## config.mk

```make
export PLATFORM = sky130hd
export DESIGN_NAME = page_ring_tracker
export DESIGN_NICKNAME = d
export VERILOG_FILES = /design/src/rtl/page_ring_tracker.sv
export SDC_FILE = /design/constraint.sdc
export NUM_CORES = 1
export LEC_CHECK = 0
export BUFFER_PORTS_ARGS = -buffer_cell sky130_fd_sc_hd__buf_2
export CAP_MARGIN = 20
export CORE_UTILIZATION = 55
export CTS_BUF_LIST = sky130_fd_sc_hd__clkbuf_4 sky130_fd_sc_hd__clkbuf_8
export CTS_CLUSTER_DIAMETER = 120
export DETAILED_ROUTE_END_ITERATION = 12
export PLACE_DENSITY_LB_ADDON = 0.15
export SETUP_SLACK_MARGIN = 0.3
export SLEW_MARGIN = 15
export SYNTH_ARGS = -nofsm -noshare
export SYNTH_HDL_FRONTEND = slang
export SYNTH_SLANG_ARGS = --single-unit
```

## constraint.sdc

```tcl
create_clock -name clk -period 4.51 [get_ports clk]
set_input_delay 0.6765 -clock clk [delete_from_list [all_inputs] [get_ports clk]]
set_output_delay 0.6765 -clock clk [all_outputs]
set_load 0.01 [all_outputs]
```

## src/rtl/page_ring_tracker.sv

```systemverilog
module page_ring_tracker #(
  parameter int MEM_BYTES      = 211200,
  parameter int BYTES_PER_WORD = 64,
  parameter int WORDS_ALL      = 657,
  parameter int WORDS_HALF     = 329,
  parameter int TS_W           = 64,
  parameter int TS_STEP        = 4672,
  localparam int PAGES_ALL  = MEM_BYTES / (WORDS_ALL * BYTES_PER_WORD),
  localparam int PAGES_HALF = MEM_BYTES / (WORDS_HALF * BYTES_PER_WORD),
  localparam int IDX_W      = $clog2(PAGES_HALF + 1),
  localparam int ADDR_W     = $clog2(MEM_BYTES / BYTES_PER_WORD),
  localparam int WPW_W      = $clog2(WORDS_ALL + 1)
) (
  input  logic              clk,
  input  logic              rst_n,
  input  logic              rec_en,
  input  logic              rec_all,
  input  logic              page_valid,
  input  logic [TS_W-1:0]   page_ts,
  output logic              wr_accept,
  output logic [IDX_W-1:0]  wr_idx,
  output logic [ADDR_W-1:0] wr_addr,
  output logic              recording,
  output logic [WPW_W-1:0]  page_words,
  output logic [IDX_W-1:0]  page_count,
  output logic [IDX_W-1:0]  first_idx,
  output logic [TS_W-1:0]   first_ts,
  output logic [IDX_W-1:0]  last_idx,
  output logic [TS_W-1:0]   last_ts
);

  logic              en_q;
  logic              mode_q;
  logic              full_q;
  logic              any_q;
  logic [IDX_W-1:0]  next_idx;
  logic [ADDR_W-1:0] next_addr;
  logic              start;
  logic              at_end;

  assign start      = rec_en & ~en_q;
  assign recording  = rec_en & en_q;
  assign wr_accept  = page_valid & recording;
  assign page_words = mode_q ? WPW_W'(WORDS_ALL) : WPW_W'(WORDS_HALF);
  assign page_count = mode_q ? IDX_W'(PAGES_ALL) : IDX_W'(PAGES_HALF);
  assign at_end     = (next_idx == page_count - 1'b1);
  assign wr_idx     = next_idx;
  assign wr_addr    = next_addr;

  always_ff @(posedge clk) begin
    if (!rst_n) begin
      en_q      <= 1'b0;
      mode_q    <= 1'b1;
      full_q    <= 1'b0;
      any_q     <= 1'b0;
      next_idx  <= '0;
      next_addr <= '0;
      first_idx <= '0;
      last_idx  <= '0;
      first_ts  <= '0;
      last_ts   <= '0;
    end else begin
      en_q <= rec_en;
      if (start) begin
        mode_q    <= rec_all;
        full_q    <= 1'b0;
        any_q     <= 1'b0;
        next_idx  <= '0;
        next_addr <= '0;
        first_idx <= '0;
        last_idx  <= '0;
        first_ts  <= '0;
        last_ts   <= '0;
      end else if (wr_accept) begin
        last_idx <= next_idx;
        last_ts  <= page_ts;
        any_q    <= 1'b1;
        if (!any_q) first_ts <= page_ts;
        if (at_end) begin
          next_idx  <= '0;
          next_addr <= '0;
        end else begin
          next_idx  <= next_idx + 1'b1;
          next_addr <= next_addr + ADDR_W'(page_words);
        end
        if (full_q) begin
          first_idx <= at_end ? '0 : next_idx + 1'b1;
          first_ts  <= first_ts + TS_W'(TS_STEP);
        end else if (at_end) begin
          full_q <= 1'b1;
        end
      end
    end
  end

  p_accept_gated_r8: assert property (@(posedge clk) disable iff (!rst_n)
    wr_accept |-> (rec_en && en_q));

  p_addr_product_r4: assert property (@(posedge clk) disable iff (!rst_n)
    int'(wr_addr) == int'(wr_idx) * int'(page_words));

  p_idx_in_range_r6: assert property (@(posedge clk) disable iff (!rst_n)
    wr_idx < page_count);

  p_last_follows_r3: assert property (@(posedge clk) disable iff (!rst_n)
    (wr_accept && !start) |=> (last_idx == $past(wr_idx)) && (last_ts == $past(page_ts)));

  p_first_after_last_r7: assert property (@(posedge clk) disable iff (!rst_n)
    full_q |-> first_idx == ((last_idx == page_count - 1'b1) ? '0 : last_idx + 1'b1));

  p_ts_contiguous_r7: assert property (@(posedge clk) disable iff (!rst_n)
    (wr_accept && any_q) |-> page_ts == last_ts + TS_W'(TS_STEP));

  p_frozen_hold_r8: assert property (@(posedge clk) disable iff (!rst_n)
    !rec_en |=> $stable(last_idx) && $stable(last_ts) && $stable(first_idx) && $stable(wr_idx));

  p_mode_held_r10: assert property (@(posedge clk) disable iff (!rst_n)
    (rec_en && en_q) |=> $stable(page_words));

endmodule

```

==> metrics.yaml <==
sta:
  setup_violations: 0
  rsz0062_at_grt: "false"
  slew_headroom_pct: 39.9
  hold_viol: 0
  worst_pin_slew_ns: 0.892
  fin_skew_ns: 0.00979
  finalSetupTns_ns: 0
  finalMaxSlewViolations: 0
  finalCritPeriodShare_pct: 66.1
  max_freq_mhz: 335
  final.setup.worst_slack_ns: 1.53
  fin_crit_ns: 2.98
grt:
  grt_start_max_net_pins: 74
  grt_pass1_vias: 7272
  grt_usage_pct: 32.3
  gr-total-overflow: 0
  antenna_found_initial: 2
  grt_pass1_wl_microns: 36800
routing:
  firstDrtPassIters: 5
  drt_iter0_drc: 615
  vias: 7994
  final_antenna_net_count: 0
  wl_per_cell_microns: 16.8
  via_per_inst: 5.90
  routed_wl_microns: 22700
  drcViolationCount: 0
cts:
  holdBufCountCts: 0
  cts_buffers: 17
  path_clk_slew_ns: 0.08
  htreeDepth: 4
  cts_tree: "done"
  postCtsSetupBuffers: 0
  clock_sinks: 156
  clockRootBuffer: "clkbuf_8"
  cts_resized: 0
  insertion_delay_ns: 0.46
  clock_path_buffers: 2
place:
  hpwl_microns: 15300
  pre_cts_ws_ns: 1.46
  dp.cells: 1323
  port_buffers: 232
  gp_congestion: 0.883
synthesis:
  synth_top_area_share_pct: 41.0
  ys_warn_count: 0
  avgSynthCellArea_sq_um: 7.73
  yosys.area.top_type: "dfxtp_1"
  synthArstFlopShare_pct: 0
  synth_common_cells: "221 x nand2_1, 156 x dfxtp_1, 136 x a21oi_1"
  seq_area_frac_synth_pct: 41.0
  synth_edf_count: 0
  netlist_area_sq_um: 7610
  synth.distinct_cells: 62
  synth_area_leaders: "dfxtp_1 41%, nand2_1 11%, a21oi_1 8.9%"
  synth.most_common_cell: "nand2_1"
  ys_ff_latch: 156
  ys.flop_type: "dfxtp_1"
  syn_inst: 985
pwr:
  p_leak_uw: 0.00373
  ir_drop_mv: 0.259
  p_per_area_nw_per_um2: 300
die:
  initial_core_util_pct: 57.0
  die_height_microns: 120
  die_w_microns: 120
  core_area_sq_um: 13300
  rows: 42
  io_pins: 237
  dieArea_sq_um: 14300
finish:
  layout-drive-gt1-share_pct: 25.0
  fin_util_pct: 68.8
  multi_input_area_sq_um: 4090
  register_area_sq_um: 3120
  final_cells: 1355
  nNetsFinal: 1244
  area_delta_synth_final_pct: 20.7
  fillers: 1190
worst_setup_path:
  crit_buf_inv: 3
  slowest_delay_ns: 0.45
  path_max_fanout: 36
  path_delay_family: "buffers and inverters"
  crit_chain: "nand3_4, inv_4, buf_4, buf_2"
  cp_data_required_time_ns: 3.83
  crit_arrival_ns: 2.31
  start_kind: "flop"
  crit_path_end_kind: "output port"
  critPathKind: "reg2out"
  slowest_stage: "inv_4"
min_path:
  min_path_type: "in2reg"
status:
  status: "completed"
job:
  drv_cap: 0
logic make-up (layout without fill, tap and decap cells):
family | Yosys count | after routing | synth area share, %
adders and majority gates | 9 | 9 | 1.48
DFF | 156 | 156 | 41.0
xor gates and xnor gates | 15 | 15 | 1.73
buffers and inverters | 100 | 291 | 5.70
muxes | 30 | 30 | 3.96
AOI/OAI and AO/OA | 287 | 287 | 23.4
and+or+nand+nor | 386 | 386 | 22.6
other | 2 | 5 | 0.0987
cell type report:
type / count / area share [%]
Multi-Input combinational cell: 731 / 44.6
Sequential cell: 156 / 34.0
Timing Repair Buffer: 245 / 13.7
Clock buffer: 24 / 3.46
Tap cell: 176 / 2.40
Clock inverter: 7 / 1.20
Inverter: 15 / 0.640
Antenna cell: 1 / 0.0272
final timing paths:
path                 from            to  slack (ns)  cells after the start
max reg2reg         any_q  first_ts[52]        1.74                      6
min                 rst_n        mode_q        0.43                      2
min reg2reg  first_idx[2]  first_idx[2]        0.45                      2
max                  en_q     wr_accept        1.53                      4
routing by layer:
| layer | vias to the layer above | GRT usage (%) | part of all wire [%] |
|---|---|---|---|
| met5 | - | 0 | 0.048 |
| met2 | 382 | 52.0 | 47 |
| met4 | 2 | 12.7 | 2.5 |
| met1 | 3702 | 41.8 | 42 |
| met3 | 50 | 7.51 | 8.1 |
| li1 | 3858 | - | - |
through the flow:
| step | area, sq um | hold slack (ns) | total power (uW) |
|---|---|---|---|
| after floorplan | 7620 | 0.476 | 1560 |
| after global placement | 8750 | 0.437 | 1650 |
| after CTS | 9180 | 0.411 | 2760 |
| final | 9190 | 0.426 | 2750 |
| after global routing | 9180 | 0.416 | 2850 |
| after detailed placement | 8750 | 0.442 | 1650 |
state kept, by name, indices dropped and copies added (netlist names):
signal / flops
any_q: 1
en_q: 1
first_idx: 4
first_ts: 64
full_q: 1
last_idx: 4
last_ts: 64
mode_q: 1
wr_addr: 12
wr_idx: 4
power by group:
part	switching (uW)	total (uW)	internal, uW	leakage, uW
combinational	130	202	72.6	0.00225
clock	509	1140	627	0.000225
sequential	21.1	1420	1390	0.00126
total	660	2750	2090	0.00373
cell usage in the layout, fill, tap and decap left out, types with 21 or more instances in the layout:
cell type and count:
nand3_1 35, o221ai_1 25, a21oi_1 136, buf_2 232
o21ai_0 35, nand2_1 220, nor2_1 47, dfxtp_1 155
nor3_1 21, mux2i_1 29, clkbuf_8 22
No activity file was read; power rests on OpenSTA's default activity.
